<file path="src/rtl/flash_wr_pkg.sv">
package flash_wr_pkg;

    typedef enum logic [1:0] {
        PH_IDLE  = 2'd0,
        PH_SETUP = 2'd1,
        PH_LOW   = 2'd2,
        PH_HIGH  = 2'd3
    } phase_e;

    // Nanoseconds to whole clock cycles, rounded up, never below one.
    function automatic int unsigned ns_to_cyc(input int unsigned ns, input int unsigned period);
        int unsigned r;
        r = (ns + period - 1) / period;
        if (r < 1) r = 1;
        return r;
    endfunction

    function automatic int unsigned max_u(input int unsigned a, input int unsigned b);
        return (a > b) ? a : b;
    endfunction

endpackage

</file>
<file path="src/rtl/fwt_bus_hold.sv">
module fwt_bus_hold #(
    parameter int ADDR_W = 24,
    parameter int DATA_W = 16
) (
    input  logic              clk,
    input  logic              rst_n,
    input  logic              capture,
    input  logic [ADDR_W-1:0] addr_i,
    input  logic [DATA_W-1:0] data_i,
    output logic [ADDR_W-1:0] addr_o,
    output logic [DATA_W-1:0] data_o
);

    typedef struct packed {
        logic [ADDR_W-1:0] addr;
        logic [DATA_W-1:0] data;
    } hold_t;

    hold_t hold_d, hold_q;

    always_comb begin
        hold_d = hold_q;
        if (capture) begin
            hold_d.addr = addr_i;
            hold_d.data = data_i;
        end
    end

    always_ff @(posedge clk) begin
        if (!rst_n) begin
            hold_q <= '0;
        end else begin
            hold_q <= hold_d;
        end
    end

    assign addr_o = hold_q.addr;
    assign data_o = hold_q.data;

endmodule

</file>
<file path="src/rtl/fwt_sequencer.sv">
module fwt_sequencer
    import flash_wr_pkg::*;
#(
    parameter int unsigned LOW_CYC  = 7,
    parameter int unsigned HIGH_CYC = 4,
    parameter int unsigned REC_CYC  = 4,
    parameter int unsigned CYC_CYC  = 12
) (
    input  logic clk,
    input  logic rst_n,
    input  logic start,
    input  logic mode,
    output logic accept,
    output logic ce_n,
    output logic we_n,
    output logic oe_n,
    output logic drive,
    output logic busy,
    output logic done
);

    localparam int unsigned CNT_MAX = max_u(LOW_CYC, HIGH_CYC);
    localparam int CNT_W = $clog2(CNT_MAX + 1);

    typedef struct packed {
        phase_e           phase;
        logic [CNT_W-1:0] cnt;
        logic             mode;
        logic             ce_n;
        logic             we_n;
        logic             oe_n;
        logic             drive;
        logic             busy;
        logic             done;
    } seq_t;

    seq_t seq_d, seq_q;

    always_comb begin
        seq_d      = seq_q;
        seq_d.done = 1'b0;
        seq_d.oe_n = 1'b1;
        accept     = 1'b0;
        case (seq_q.phase)
            PH_IDLE: begin
                if (start) accept = 1'b1;
            end
            PH_SETUP: begin
                seq_d.phase = PH_LOW;
                seq_d.cnt   = CNT_W'(LOW_CYC - 1);
                if (seq_q.mode) seq_d.ce_n = 1'b0;
                else            seq_d.we_n = 1'b0;
            end
            PH_LOW: begin
                if (seq_q.cnt == '0) begin
                    seq_d.phase = PH_HIGH;
                    seq_d.cnt   = CNT_W'(HIGH_CYC - 1);
                    seq_d.ce_n  = 1'b1;
                    seq_d.we_n  = 1'b1;
                    seq_d.drive = 1'b0;
                end else begin
                    seq_d.cnt = seq_q.cnt - 1'b1;
                end
            end
            PH_HIGH: begin
                if (seq_q.cnt == '0) begin
                    seq_d.phase = PH_IDLE;
                    seq_d.busy  = 1'b0;
                    seq_d.done  = 1'b1;
                    if (start) accept = 1'b1;
                end else begin
                    seq_d.cnt = seq_q.cnt - 1'b1;
                end
            end
            default: seq_d.phase = PH_IDLE;
        endcase
        if (accept) begin
            seq_d.phase = PH_SETUP;
            seq_d.cnt   = '0;
            seq_d.mode  = mode;
            seq_d.busy  = 1'b1;
            seq_d.drive = 1'b1;
            seq_d.ce_n  = mode;
            seq_d.we_n  = ~mode;
        end
    end

    always_ff @(posedge clk) begin
        if (!rst_n) begin
            seq_q       <= '0;
            seq_q.phase <= PH_IDLE;
            seq_q.ce_n  <= 1'b1;
            seq_q.we_n  <= 1'b1;
            seq_q.oe_n  <= 1'b1;
        end else begin
            seq_q <= seq_d;
        end
    end

    assign ce_n  = seq_q.ce_n;
    assign we_n  = seq_q.we_n;
    assign oe_n  = seq_q.oe_n;
    assign drive = seq_q.drive;
    assign busy  = seq_q.busy;
    assign done  = seq_q.done;

    // Checker counters measuring pin intervals in cycles.
    logic        strobe_n;
    logic        enable_n;
    logic [15:0] low_run_q;
    logic [15:0] high_run_q;
    logic [15:0] since_acc_q;
    logic        seen_rise_q;
    logic        seen_acc_q;

    assign strobe_n = seq_q.mode ? seq_q.ce_n : seq_q.we_n;
    assign enable_n = seq_q.mode ? seq_q.we_n : seq_q.ce_n;

    always_ff @(posedge clk) begin
        if (!rst_n) begin
            low_run_q   <= '0;
            high_run_q  <= '0;
            since_acc_q <= '0;
            seen_rise_q <= 1'b0;
            seen_acc_q  <= 1'b0;
        end else begin
            low_run_q  <= strobe_n ? 16'd0 : low_run_q + 16'd1;
            high_run_q <= strobe_n ? high_run_q + 16'd1 : 16'd0;
            if (!strobe_n && seq_d.ce_n && seq_d.we_n) seen_rise_q <= 1'b1;
            if (accept) begin
                since_acc_q <= 16'd1;
                seen_acc_q  <= 1'b1;
            end else if (since_acc_q != 16'hFFFF) begin
                since_acc_q <= since_acc_q + 1'b1;
            end
        end
    end

    AST_STROBE_LOW_MIN: assert property (@(posedge clk) disable iff (!rst_n)
        (!strobe_n && seq_d.ce_n && seq_d.we_n) |-> (low_run_q + 16'd1 >= 16'(LOW_CYC)));
    AST_ENABLE_ENCLOSES: assert property (@(posedge clk) disable iff (!rst_n)
        !strobe_n |-> !enable_n);
    AST_OE_HIGH_IN_STROBE: assert property (@(posedge clk) disable iff (!rst_n)
        (!ce_n || !we_n) |-> oe_n);
    AST_DATA_DRIVEN_LOW: assert property (@(posedge clk) disable iff (!rst_n)
        !strobe_n |-> drive);
    AST_RECOVERY_MIN: assert property (@(posedge clk) disable iff (!rst_n)
        (seen_rise_q && strobe_n && ((seq_d.mode ? seq_d.ce_n : seq_d.we_n) == 1'b0))
        |-> (high_run_q + 16'd1 >= 16'(REC_CYC)));
    AST_CYCLE_MIN: assert property (@(posedge clk) disable iff (!rst_n)
        (accept && seen_acc_q) |-> (since_acc_q >= 16'(CYC_CYC)));
    AST_DONE_ENDS_BUSY: assert property (@(posedge clk) disable iff (!rst_n)
        $rose(done) |-> $past(busy));

endmodule

</file>
<file path="src/rtl/flash_wr_timer.sv">
module flash_wr_timer
    import flash_wr_pkg::*;
#(
    parameter int unsigned CLK_PERIOD_NS    = 5,
    parameter int unsigned T_CYCLE_NS       = 60,
    parameter int unsigned T_STROBE_LOW_NS  = 35,
    parameter int unsigned T_STROBE_HIGH_NS = 20,
    parameter int unsigned T_DATA_SETUP_NS  = 30,
    parameter int unsigned T_ADDR_HOLD_NS   = 45,
    parameter int          ADDR_W           = 24,
    parameter int          DATA_W           = 16
) (
    input  logic              clk,
    input  logic              rst_n,
    input  logic              start,
    input  logic              mode,
    input  logic [ADDR_W-1:0] addr_in,
    input  logic [DATA_W-1:0] data_in,
    output logic              ce_n,
    output logic              we_n,
    output logic              oe_n,
    output logic [ADDR_W-1:0] addr,
    output logic [DATA_W-1:0] data_out,
    output logic              data_oe,
    output logic              busy,
    output logic              done
);

    localparam int unsigned WP_C  = ns_to_cyc(T_STROBE_LOW_NS, CLK_PERIOD_NS);
    localparam int unsigned WPH_C = ns_to_cyc(T_STROBE_HIGH_NS, CLK_PERIOD_NS);
    localparam int unsigned DS_C  = ns_to_cyc(T_DATA_SETUP_NS, CLK_PERIOD_NS);
    localparam int unsigned AH_C  = ns_to_cyc(T_ADDR_HOLD_NS, CLK_PERIOD_NS);
    localparam int unsigned WC_C  = ns_to_cyc(T_CYCLE_NS, CLK_PERIOD_NS);
    // The setup cycle already counts toward data setup.
    localparam int unsigned LOW_C = max_u(WP_C, DS_C - 1);
    localparam int unsigned CYC_C = max_u(WC_C, max_u(1 + LOW_C + WPH_C, 1 + AH_C));
    localparam int unsigned HIGH_C = CYC_C - 1 - LOW_C;

    logic accept;

    fwt_sequencer #(
        .LOW_CYC (LOW_C),
        .HIGH_CYC(HIGH_C),
        .REC_CYC (WPH_C),
        .CYC_CYC (CYC_C)
    ) u_seq (
        .clk   (clk),
        .rst_n (rst_n),
        .start (start),
        .mode  (mode),
        .accept(accept),
        .ce_n  (ce_n),
        .we_n  (we_n),
        .oe_n  (oe_n),
        .drive (data_oe),
        .busy  (busy),
        .done  (done)
    );

    fwt_bus_hold #(
        .ADDR_W(ADDR_W),
        .DATA_W(DATA_W)
    ) u_hold (
        .clk    (clk),
        .rst_n  (rst_n),
        .capture(accept),
        .addr_i (addr_in),
        .data_i (data_in),
        .addr_o (addr),
        .data_o (data_out)
    );

    AST_ADDR_STABLE_STROBE: assert property (@(posedge clk) disable iff (!rst_n)
        (!ce_n && !we_n) |=> ((ce_n || we_n) || $stable(addr)));
    AST_IDLE_RELEASED: assert property (@(posedge clk) disable iff (!rst_n)
        !busy |-> !data_oe);

endmodule

</file>
<file path="config.mk">
export PLATFORM = sky130hd
export DESIGN_NAME = flash_wr_timer
export DESIGN_NICKNAME = d
export VERILOG_FILES = /design/src/rtl/flash_wr_pkg.sv /design/src/rtl/fwt_bus_hold.sv /design/src/rtl/fwt_sequencer.sv /design/src/rtl/flash_wr_timer.sv
export SDC_FILE = /design/constraint.sdc
export NUM_CORES = 1
export LEC_CHECK = 0
export BUFFER_PORTS_ARGS = -buffer_cell sky130_fd_sc_hd__buf_2
export CAP_MARGIN = 10
export CELL_PAD_IN_SITES_DETAIL_PLACEMENT = 0
export CELL_PAD_IN_SITES_GLOBAL_PLACEMENT = 1
export CORE_ASPECT_RATIO = 0.7
export CORE_MARGIN = 3
export CORE_UTILIZATION = 33
export DETAILED_ROUTE_END_ITERATION = 10
export GPL_TIMING_DRIVEN = 0
export PLACE_DENSITY_LB_ADDON = 0.05
export SLEW_MARGIN = 20
export SYNTH_ARGS = -nofsm -noshare
export SYNTH_HDL_FRONTEND = slang
export SYNTH_SLANG_ARGS = --single-unit
</file>
<file path="constraint.sdc">
create_clock -name clk -period 3.7 [get_ports clk]
set_input_delay 0.74 -clock clk [delete_from_list [all_inputs] [get_ports clk]]
set_output_delay 0.74 -clock clk [all_outputs]
set_load 0.1 [all_outputs]
</file>
* After elaboration in Yosys (flattened, before gate mapping)
Cells that the tools add are included.
Word-level totals: flip-flop bits (word level) 52, latch bits 0, RAM bits 0, bits in read-only memories 0, input bits 44, output and inout bits 46, logic and storage cells 59, memories 0
Cells by class: add/sub/neg operators 1, multiply operators 0, divide/modulo/power cells 0, order comparisons 0, eq/ne operators 10, shifts and indexed selects 0, multiplexer cells 17, bitwise logic cells 2, reductions and logical operators 17
Operators by type and width (count):
- $pmux W5 S3 | 1
- $reduce_and A3 Y1 | 4
- $mux W2 | 5
- $ne A3 B2 Y1 const B | 3
- $mux W8 | 1
- $reduce_and A2 Y1 | 4
- $mux W1 | 6
- $mux W3 | 2
- $reduce_bool A2 Y1 | 3
- $reduce_bool A3 Y1 | 2
- $eq A2 B2 Y1 const B | 2
- $ne A2 B1 Y1 const B | 2
- $pmux W2 S2 | 1
- $reduce_bool A4 Y1 | 1
- $logic_not A3 Y1 | 1
- $ne A3 B3 Y1 const B | 1
- $sub A3 B1 Y3 const B | 1
- $eq A2 B1 Y1 const B | 1
- $logic_not A2 Y1 | 1
- $ne A2 B2 Y1 const B | 1
- $not A1 Y1 | 2
- $pmux W1 S2 | 1
- $reduce_or A2 Y1 | 1

* Logic depth before layout (Yosys ltp)
depth in word-level cells 5, mapped depth 9

* Cells and area by module
Synthesis repeated with hierarchy kept, for this count alone.
Unflattened totals: cell total of the unflattened synthesis 199, area, all modules 2205.9 sq um
By module, submodules not included:
- fwt_bus_hold | instances 1, cells an instance 129, area an instance 1557.7 sq um, sequential area each 800.8 sq um
- fwt_sequencer | instances 1, cells an instance 70, area an instance 648.1 sq um, sequential area each 220.2 sq um

* Worst setup path after synthesis
Ideal clock, no wire load.
path kind reg-to-output, from register u_seq.ce_n (netlist name), to output ce_n, data arrival time 925 ps, data required time 2960 ps, slack 2035 ps, cell stages (with the launch flop) 1, buffers on the path 0, cell sequence dfxtp_1
RTL lines:
- end, declared | line flash_wr_timer.sv:19 | output logic ce_n,
No word-level cell between the ends.

* Worst setup path in the final report
from register u_seq.seq_q[10] (netlist name), to register u_seq.seq_q[7] (netlist name)
On the way: longest elaborated chain between the ends 3
RTL lines:
- start, declared | line fwt_sequencer.sv:37 | seq_t seq_d, seq_q;
- start signal, assigned | line fwt_sequencer.sv:96 | seq_q <= seq_d;
- $eq A2 B2 Y1, or another cell as far along | line fwt_sequencer.sv:44 | case (seq_q.phase)
- $pmux W1 S2, or another cell as far along | line fwt_sequencer.sv:44
- $reduce_or A2 Y1 (no line) / $reduce_and A2 Y1 (equally long branches)
Parallel ways exist; a longest one is shown, timed or not. A chain may end at the register's enable or synchronous reset.

==> run metrics <==
status finished clean; Post-synth EDFFs 0; R2R Setup Slk 1750 ps; worst-path maximum fanout 8; routability cong. 0.745; Worst EP arrival 2110 ps; count leader, synth dfxtp_1; core area 6340 sq um; CTS sink count 51; largest net degree at the start of global routing 16; row cnt 24; total congestion overflow 0; drt drc 0; vias in the first global route 1917; RSZ-0062 raised after global routing no; area leader, netlist dfxtp_1; total number of vias 2121; worst setup margin around 1800 ps; Area Overhead vs Synth 29.2%; worst hold endpoint u_seq.busy; Top Ports 90; Routed WL per cell 13.7 um; worst r2r src u_seq.seq_q[10]; nets 405; die area about 7700 sq um; endpoint class of the critical path flip-flop; Yosys reg bits 51; clk buf depth 2; r2r endpoint u_seq.seq_q[7]; FF-to-FF path depth 5; final count of negative-setup-slack endpoints 0; asr flop ratio synth 0%; synth unique cells 30; post-CTS sizing 0; count of max-cap constraint violations 0; Place WS 1770 ps; Hold Path Depth 2; H-Tree Depth 2; CTS Buf Count 5; synth cell count leaders 51 x dfxtp_1, 47 x a21oi_1, 42 x nand3_1; Syn Area/Cell 8.49 sq um; post-synth top area share 46.6%; setup TNS 0 ps; CP Class flip-flop to flip-flop; ant diodes 0; # fillers between 600 and 700; number of post-CTS setup repair buffers 0; initial DRC count 74; Die Y 74.2 um; Yosys warning total 0; hpwl dp 4350 um; vias per inst 4.77; worst slew pin tran 656 ps; clock skew around 10 ps; crit-path cells inv_1 -> ha_1 -> nand2b_4 -> o21ai_0 -> nor3_1; Root Driver clkbuf_8; slowest stage delay, CP 550 ps; worst hold-check path type flip-flop to flip-flop; hold-fix buffers at CTS 0; most used flip-flop cell after synthesis dfxtp_1; CTS tree done; Crit path max-delay family compound AO/OA/AOI/OAI gates; Post-Syn Area 2190 sq um; Critical Path Source Type flip-flop; Synth Instances about 260; max_slew headroom between 50% and 60%; Area contributors post-synth dfxtp_1 47%, a21oi_1 11%, nand3_1 9.6%, o21ai_0 7.3%, ha_1 4.6%; CTS clk-pin slew, worst paths 90 ps; sequential area share after synthesis 46.6%; Die W 103 um; fmax 0.513 GHz; Fin. Hold Viols 0; Initial DRT Pass Iterations 5; worst path required time slightly below 4000 ps; Crit path buffers/inverters 1; first-pass GRT wire length between 9000 and 10000 um; Mapped Nets 310; Tmin final 1950 ps; hold path start u_seq.busy; initial core utilization 34.6%; fin crit share 52.7%; fraction of layout cells with a size suffix above 1 ~34%; post-route ant nets 0; Clk Latency, worst-skew pair ~300 ps; antenna violations before repair 0; worst-path cell with the longest stage delay o21ai_0; Max Slew Vio Count 0; IO Port Bufs 88; WL final 6110 um; Total GRT Usage roughly 16%
cell families after synthesis:
logic type | Yosys count | share of synthesized area (%)
and+or+nand+nor | 65 | 15.0
other | 1 | 0.171
buffers and inverters | 32 | 8.79
AOI/OAI and AO/OA | 100 | 24.4
muxes | 1 | 0.457
DFF | 51 | 46.6
adders and majority gates | 8 | 4.57
through the flow:
step	cell area, sq um	utilization, %	cells	hold WS (ps)
after floorplan	2190	-	258	476
after global placement	2750	43.3	437	444
after detailed placement	2750	43.3	437	449
after CTS	2830	44.7	445	463
after global routing	2830	44.7	445	475
final	2830	44.7	445	459
tightest hold or removal path, stage by stage, from the launching register on:
cell and delay, ps:
dfxtp_1 320, nand2_1 50, a21oi_1 50
worst max-delay path by stage:
stage	to	slack, ps	depth (start not counted)	startpoint
3_5_place_dp	u_seq.seq_q[7]	1770	5	u_seq.seq_q[10]
5_1_grt	u_seq.seq_q[7]	1630	5	u_seq.seq_q[10]
2_1_floorplan	ce_n	2040	0	u_seq.ce_n
4_1_cts	u_seq.seq_q[7]	1750	5	u_seq.seq_q[10]
6_report	u_seq.seq_q[7]	1750	5	u_seq.seq_q[10]
3_3_place_gp	u_seq.seq_q[7]	1790	5	u_seq.seq_q[10]
routing by layer:
layer  wire [um]  global-route usage, %
met1        2990                   23.2
met3         555                   5.15
met4          42                   4.31
met5           0                      0
met2        2530                   23.0
cell usage in the layout, fill, tap and decap left out, types with 2 or more instances in the layout:
master,instances
ha_1,8
clkbuf_1,5
nor2_1,7
o311ai_1,2
a31oi_1,3
buf_4,6
nand2b_1,4
nand2_1,6
clkbuf_2,4
nand3_1,42
nor2b_1,2
a21oi_1,47
o21ai_0,32
inv_1,6
dfxtp_1,51
buf_6,5
clkbuf_8,5
buf_2,94
o21ai_1,11
state kept, by name, summed over array words and instances, names as in the netlist:
signal	cells
u_seq.busy	1
u_seq.seq_q	6
u_hold.data_o	16
u_seq.done	1
u_seq.ce_n	1
u_seq.drive	1
u_seq.we_n	1
u_hold.addr_o	24
final cells by class:
| class | count | area (sq um) | share of cell area (%) |
|---|---|---|---|
| inverters | 7 | 26.3 | 0.928 |
| repair buffers | 88 | 440 | 15.6 |
| well taps | 91 | 114 | 4.02 |
| flip-flops and latches | 51 | 1020 | 36.1 |
| multi-input cells | 175 | 977 | 34.5 |
| clock buffers | 6 | 72.6 | 2.56 |
| plain buffers | 25 | 166 | 5.88 |
| clock inverters | 2 | 12.5 | 0.442 |
Power is left out: the tool's default activity adds up to more than one toggle a clock period on the data nets, which glitch-free logic cannot reach.
